File: src/rtl/pps_pkg.sv
package pps_pkg;

    typedef enum logic [1:0] {
        ST_OFF   = 2'd0,
        ST_BUSY  = 2'd1,
        ST_READY = 2'd2,
        ST_HALT  = 2'd3
    } seq_state_t;

    typedef logic [7:0] byte_t;

    function automatic int width_of(input int n);
        return (n <= 2) ? 1 : $clog2(n);
    endfunction

endpackage

File: src/rtl/pps_sync.sv
module pps_sync #(
    parameter int             W       = 2,
    parameter logic [W-1:0]   RST_VAL = '0
) (
    input  logic         clk,
    input  logic         rst,
    input  logic [W-1:0] d,
    output logic [W-1:0] q
);
    for (genvar i = 0; i < W; i++) begin : g_bit
        logic s1, s2;
        always_ff @(posedge clk) begin
            if (rst) begin
                s1 <= RST_VAL[i];
                s2 <= RST_VAL[i];
            end else begin
                s1 <= d[i];
                s2 <= s1;
            end
        end
        assign q[i] = s2;
    end
endmodule

File: src/rtl/pps_page_buf.sv
module pps_page_buf #(
    parameter int DEPTH = 528,
    parameter int IW    = 10
) (
    input  logic           clk,
    input  logic           wr_en,
    input  logic [IW-1:0]  wr_idx,
    input  pps_pkg::byte_t wr_data,
    input  logic [IW-1:0]  rd_idx,
    output pps_pkg::byte_t rd_data
);
    pps_pkg::byte_t mem [DEPTH];

    always_ff @(posedge clk) begin
        if (wr_en) mem[wr_idx] <= wr_data;
    end

    assign rd_data = mem[rd_idx];
endmodule

File: src/rtl/pps_copy_engine.sv
module pps_copy_engine #(
    parameter int PAGE_BYTES  = 528,
    parameter int PAGE_COUNT  = 8,
    parameter int BUSY_CYCLES = 600,
    parameter int BW  = pps_pkg::width_of(PAGE_BYTES),
    parameter int PGW = pps_pkg::width_of(PAGE_COUNT),
    parameter int AW  = pps_pkg::width_of(PAGE_BYTES * PAGE_COUNT)
) (
    input  logic           clk,
    input  logic           rst,
    input  logic           start,
    input  logic           kill,
    input  logic [PGW-1:0] page_idx,
    output logic           done,
    output logic [AW-1:0]  arr_addr,
    output logic           arr_rd_en,
    output logic           wr_en,
    output logic [BW-1:0]  wr_idx
);
    localparam int CW = pps_pkg::width_of(BUSY_CYCLES + 1);

    logic          active;
    logic [CW-1:0] cnt;

    // Interval timer: one array byte per clock for the first PAGE_BYTES counts.
    always_ff @(posedge clk) begin
        if (rst || kill) begin
            active <= 1'b0;
            cnt    <= '0;
        end else if (start) begin
            active <= 1'b1;
            cnt    <= '0;
        end else if (active) begin
            if (cnt == CW'(BUSY_CYCLES - 1)) active <= 1'b0;
            else                             cnt    <= cnt + 1'b1;
        end
    end

    assign done      = active && (cnt == CW'(BUSY_CYCLES - 1));
    assign arr_rd_en = active && (cnt < CW'(PAGE_BYTES));
    assign arr_addr  = AW'(page_idx) * AW'(PAGE_BYTES) + AW'(cnt);

    // Read data returns one clock later; the buffer write follows it.
    always_ff @(posedge clk) begin
        if (rst) begin
            wr_en  <= 1'b0;
            wr_idx <= '0;
        end else begin
            wr_en  <= arr_rd_en && !kill;
            wr_idx <= BW'(cnt);
        end
    end
endmodule

File: src/rtl/pup_page_streamer.sv
module pup_page_streamer #(
    parameter int PAGE_BYTES  = 528,
    parameter int PAGE_COUNT  = 8,
    parameter int BUSY_CYCLES = 600,
    parameter int AW = pps_pkg::width_of(PAGE_BYTES * PAGE_COUNT)
) (
    input  logic          clk,
    input  logic          rst,
    input  logic          pwr_good,
    input  logic          chip_en_n,
    input  logic          rd_en_n,
    input  logic          cmd_latch,
    input  logic          one_page_only,
    output logic          rdy_n_busy,
    output logic [7:0]    dq_out,
    output logic [AW-1:0] arr_addr,
    output logic          arr_rd_en,
    input  logic [7:0]    arr_rdata
);
    import pps_pkg::*;

    localparam int BW  = width_of(PAGE_BYTES);
    localparam int PGW = width_of(PAGE_COUNT);

    seq_state_t     state, nxt_state;
    logic [PGW-1:0] page, nxt_page;
    logic [BW-1:0]  ptr, nxt_ptr;
    logic           pg_q, re_prev;
    logic [1:0]     sync_q;
    logic           ce_s, re_s, re_rise, start_req, abort_req;
    logic           eng_start, eng_kill, eng_done, buf_we;
    logic [BW-1:0]  buf_widx;
    byte_t          buf_rd;

    pps_sync #(.W(2), .RST_VAL(2'b01)) u_sync (
        .clk (clk), .rst (rst),
        .d   ({chip_en_n, rd_en_n}),
        .q   (sync_q)
    );
    assign ce_s = sync_q[1];
    assign re_s = sync_q[0];

    assign re_rise   = re_s && !re_prev;
    assign start_req = pwr_good && !pg_q;
    assign abort_req = cmd_latch || (!one_page_only && ce_s);

    always_comb begin
        nxt_state = state;
        nxt_page  = page;
        nxt_ptr   = ptr;
        if (!pwr_good) begin
            nxt_state = ST_OFF;
        end else if (start_req) begin
            nxt_state = ST_BUSY;
            nxt_page  = '0;
            nxt_ptr   = '0;
        end else begin
            case (state)
                ST_BUSY: begin
                    if (abort_req)     nxt_state = ST_HALT;
                    else if (eng_done) begin
                        nxt_state = ST_READY;
                        nxt_ptr   = '0;
                    end
                end
                ST_READY: begin
                    if (abort_req) begin
                        nxt_state = ST_HALT;
                    end else if (re_rise) begin
                        if (ptr == BW'(PAGE_BYTES - 1)) begin
                            if (one_page_only || page == PGW'(PAGE_COUNT - 1)) begin
                                nxt_state = ST_HALT;
                            end else begin
                                nxt_state = ST_BUSY;
                                nxt_page  = page + 1'b1;
                                nxt_ptr   = '0;
                            end
                        end else begin
                            nxt_ptr = ptr + 1'b1;
                        end
                    end
                end
                default: nxt_state = state;
            endcase
        end
    end

    always_ff @(posedge clk) begin
        if (rst) begin
            state   <= ST_OFF;
            page    <= '0;
            ptr     <= '0;
            pg_q    <= 1'b0;
            re_prev <= 1'b1;
        end else begin
            state   <= nxt_state;
            page    <= nxt_page;
            ptr     <= nxt_ptr;
            pg_q    <= pwr_good;
            re_prev <= re_s;
        end
    end

    assign eng_start = (nxt_state == ST_BUSY) && (state != ST_BUSY || start_req);
    assign eng_kill  = (state == ST_BUSY) && (nxt_state != ST_BUSY);

    pps_copy_engine #(
        .PAGE_BYTES (PAGE_BYTES), .PAGE_COUNT (PAGE_COUNT),
        .BUSY_CYCLES(BUSY_CYCLES), .BW(BW), .PGW(PGW), .AW(AW)
    ) u_copy (
        .clk      (clk),
        .rst      (rst),
        .start    (eng_start),
        .kill     (eng_kill && !eng_start),
        .page_idx (nxt_page),
        .done     (eng_done),
        .arr_addr (arr_addr),
        .arr_rd_en(arr_rd_en),
        .wr_en    (buf_we),
        .wr_idx   (buf_widx)
    );

    pps_page_buf #(.DEPTH(PAGE_BYTES), .IW(BW)) u_buf (
        .clk    (clk),
        .wr_en  (buf_we),
        .wr_idx (buf_widx),
        .wr_data(arr_rdata),
        .rd_idx (ptr),
        .rd_data(buf_rd)
    );

    assign rdy_n_busy = (state != ST_BUSY);
    assign dq_out     = (state == ST_READY) ? buf_rd : 8'h00;
endmodule

File: config.mk
export PLATFORM = sky130hd
export DESIGN_NAME = pup_page_streamer
export DESIGN_NICKNAME = d
export VERILOG_FILES = /design/src/rtl/pps_pkg.sv /design/src/rtl/pps_sync.sv /design/src/rtl/pps_page_buf.sv /design/src/rtl/pps_copy_engine.sv /design/src/rtl/pup_page_streamer.sv
export SDC_FILE = /design/constraint.sdc
export NUM_CORES = 2
export LEC_CHECK = 0
export BUFFER_PORTS_ARGS = -buffer_cell sky130_fd_sc_hd__buf_2
export CORE_MARGIN = 1
export CORE_UTILIZATION = 42
export CTS_CLUSTER_DIAMETER = 40
export DETAILED_ROUTE_END_ITERATION = 8
export GPL_TIMING_DRIVEN = 0
export RECOVER_POWER = 100
export SLEW_MARGIN = 20
export SYNTH_ARGS = -nofsm -noshare
export SYNTH_HDL_FRONTEND = slang
export SYNTH_MEMORY_MAX_BITS = 65536
export SYNTH_SLANG_ARGS = --single-unit
File: constraint.sdc
create_clock -name clk -period 5.7 [get_ports clk]
set_input_delay 1.14 -clock clk [delete_from_list [all_inputs] [get_ports clk]]
set_output_delay 1.14 -clock clk [all_outputs]
set_load 0.01 [all_outputs]
==> impl_metrics.ini <==
[timing]
timing.final.max_slew_violations = 2684
timing.final.crit_share_pct = 110
setup_violations = 425
skew_ns = 0.0416
max_freq_mhz = 159
setup_tns_ns = -25.62
rsz0062_at_grt = true
worst_hold_slack_ns = 0.249
slew_headroom_pct = -263
final_hold_viol_count = 0
setup_slack_ns = -0.587
worstMarginPinSlew_ns = 5.45
finalCriticalPeriod_ns = 6.29

[yosys]
ys_async_sr_fraction_pct = 0
yosys.cell_types.count = 82
syn_area_um2 = 167000
yosysTopAreaCellShare_pct = 76.1
ys_ff_latch = 4277
synth_edf_count = 4224
yosysSeqAreaShare_pct = 76.7
ys_warn_count = 0
synthCells = 8234
ys_top_cells_by_area = edfxtp_1 (76%), mux4_2 (11%), mux2i_1 (3.2%)
synth.avg_cell_area_um2 = 20.2
ys.flop_type = edfxtp_1
syn-num-nets = 8260
yosysTopAreaCell = edfxtp_1

[power]
p_leak_nw = 61.0
powerDensity_nw_per_um2 = 363
ir_drop_mv = 0.320

[detailed_routing]
remaining_drc_errors = 0
dr.first_iter.drc_count = 18000
routed_wl_mm = 636
viasPerCell = 6.53
ant_nets = 0
dr.pass1.iters = 9
vias = 96800
avgRoutedWirePerCell_um = 42.9

[cts]
cts_inserted_buffers = 539
cts_tree = yes
numClockSinks = 4277
htreeDepth = 6
cts-root-buf = clkbuf_16
clkTransAtPathRegs_ns = 0.06
cts_buffer_depth = 4
cts_hold_repair.buffers = 0
clock_latency_ns = 1.11

[worst_hold_path]
hold_path.class = in -> reg

[final_layout]
multi_input_comb_area_um2 = 37400
layout_commonest_cell = edfxtp_1
final_cell_mix = edfxtp_1 (4,224), mux4_2 (808), nor2_1 (602)
drive_gt1_share_pct = 28.5
final_util_pct = 50.7
area_growth_pct = 19.7
fill_cells = 31200
ff_latch_area_um2 = 128000
final_nets = 9151

[floorplan]
initial_core_util_pct = 42.3
dieArea_um2 = 399000
ioPinCount = 38
die_h_um = 632
chipWidth_um = 632
rows = 230
core_area_um2 = 394000

[job]
maxCapViolCount = 47

[place]
port_buffers = 37
hpwlAfterDp_mm = 432
dpl_worst_slack_ns = -2.12
place.gp.congestion = 0.999

[setup_path]
critical_path_class = reg -> out
path_max_fanout = 10
critical_path.endpoint_type = primary output
critPathArrivalTime_ns = 5.15
startpoint_type = flip-flop
worstPathRequired_ns = 4.56

[global_routing]
gr-usage-all-layers_pct = 31.4
grt_pass1_vias = 90900
grt_max_degree = 141
grt_pass1_wl_mm = 831
overflow = 0
antenna_found_initial = 61

[status]
violations = capacitance limit, slew limit, setup timing
outcome = finished, violations left
## synth_stat cells (15+ instances only)
| library cell | count |
|---|---|
| xnor2_1 | 15 |
| buf_6 | 62 |
| a211oi_1 | 44 |
| buf_2 | 118 |
| nand2_1 | 198 |
| a22oi_1 | 121 |
| a21oi_1 | 140 |
| edfxtp_1 | 4224 |
| a22o_1 | 40 |
| o221ai_1 | 85 |
| nand4_1 | 46 |
| nor3_1 | 104 |
| clkbuf_1 | 200 |
| buf_1 | 37 |
| inv_1 | 20 |
| dfxtp_1 | 53 |
| nand3_1 | 94 |
| mux4_2 | 808 |
| nor2_1 | 612 |
| nor4_1 | 49 |
| o21ai_0 | 27 |
| o22ai_1 | 199 |
| mux2_2 | 72 |
| buf_4 | 73 |
| nor2b_1 | 24 |
| mux2i_1 | 530 |
## sequential cells by signal, summed over array words and instances, names as in the netlist, named ones only
| signal | cells |
|---|---|
| u_buf.mem | 4224 |
| u_copy.active | 1 |
| u_sync.g_bit.s1 | 2 |
| re_prev | 1 |
| pg_q | 1 |
| u_copy.cnt | 10 |
| u_copy.wr_idx | 10 |
| u_copy.wr_en | 1 |
| ptr | 10 |
| page | 3 |
| u_sync.g_bit.s2 | 2 |
| state | 2 |
## final timing paths
check,from,endpoint,slack [ns],cells past startpoint
worst max-delay path,flip-flop,dq_out[5],-0.59,12
worst min register to register,u_sync.g_bit[0].s1,u_sync.g_bit[0].s2,0.42,1
worst min-delay path,rd_en_n,u_sync.g_bit[0].s1,0.25,2
worst max register to register,u_copy.wr_idx[2],u_buf.mem[269][7],-0.22,7
## per-stage QoR
step                      power, mW  instances  instance area, um^2
after CTS                      72.2      14700               200000
after detailed placement       37.8      13600               176000
after global routing           73.5      14800               200000
after floorplan                36.3       8234               167000
final                          72.4      14800               200000
after global placement         38.0      13500               173000
## logic make-up after synthesis
logic type | count (synthesis) | share of synthesized area [%]
DFF | 4277 | 76.7
buffers and inverters | 539 | 1.97
adders and majority gates | 11 | 0.0871
and+or+nand+nor | 1222 | 3.31
xor gates and xnor gates | 24 | 0.126
AOI/OAI and AO/OA | 746 | 3.11
muxes | 1415 | 14.7
## where the power goes
| part | internal, mW | total (mW) | switching (mW) |
|---|---|---|---|
| logic | 1.06 | 3.05 | 2.00 |
| registers | 34.6 | 34.6 | 0.00834 |
| clock network | 20.7 | 34.7 | 14.0 |
| total | 56.4 | 72.4 | 16.0 |
## layout make-up
cell class,instances,area share [%]
diodes,44,0.0552
plain buffers,503,3.08
clock buffers,624,7.08
clock inverters,363,2.02
inverters,22,0.0458
multi-input cells,3418,18.7
flip-flops and latches,4277,64.1
well taps,5220,3.27
repair buffers,364,1.64
## worst max-delay path, cell delays in order (launching register included)
cell and delay, ns:
dfxtp_4 0.40, buf_8 0.19, buf_12 0.18, buf_16 0.19, buf_12 0.20, buf_16 0.19
buf_16 0.22, mux4_2 0.34, a22oi_2 0.28, nand4_1 0.50, o2111ai_4 0.66, o211ai_1 0.36
buf_2 0.25
## what timing repair did
action	CTS	global route
pin swaps	73	59
setup buffers	193	54
endpoints found under the setup margin	14	12
resized for setup	1010	125
gates cloned	4	0
## routing by layer
| layer | global-route usage, % | wire (um) | up-vias |
|---|---|---|---|
| li1 | - | - | 36100 |
| met1 | 40.7 | 221000 | 50800 |
| met2 | 44.7 | 270000 | 8236 |
| met3 | 10.7 | 92500 | 1718 |
| met4 | 21.1 | 51400 | 32 |
| met5 | 0 | 223 | - |
Power figures use the tool's default switching activity.
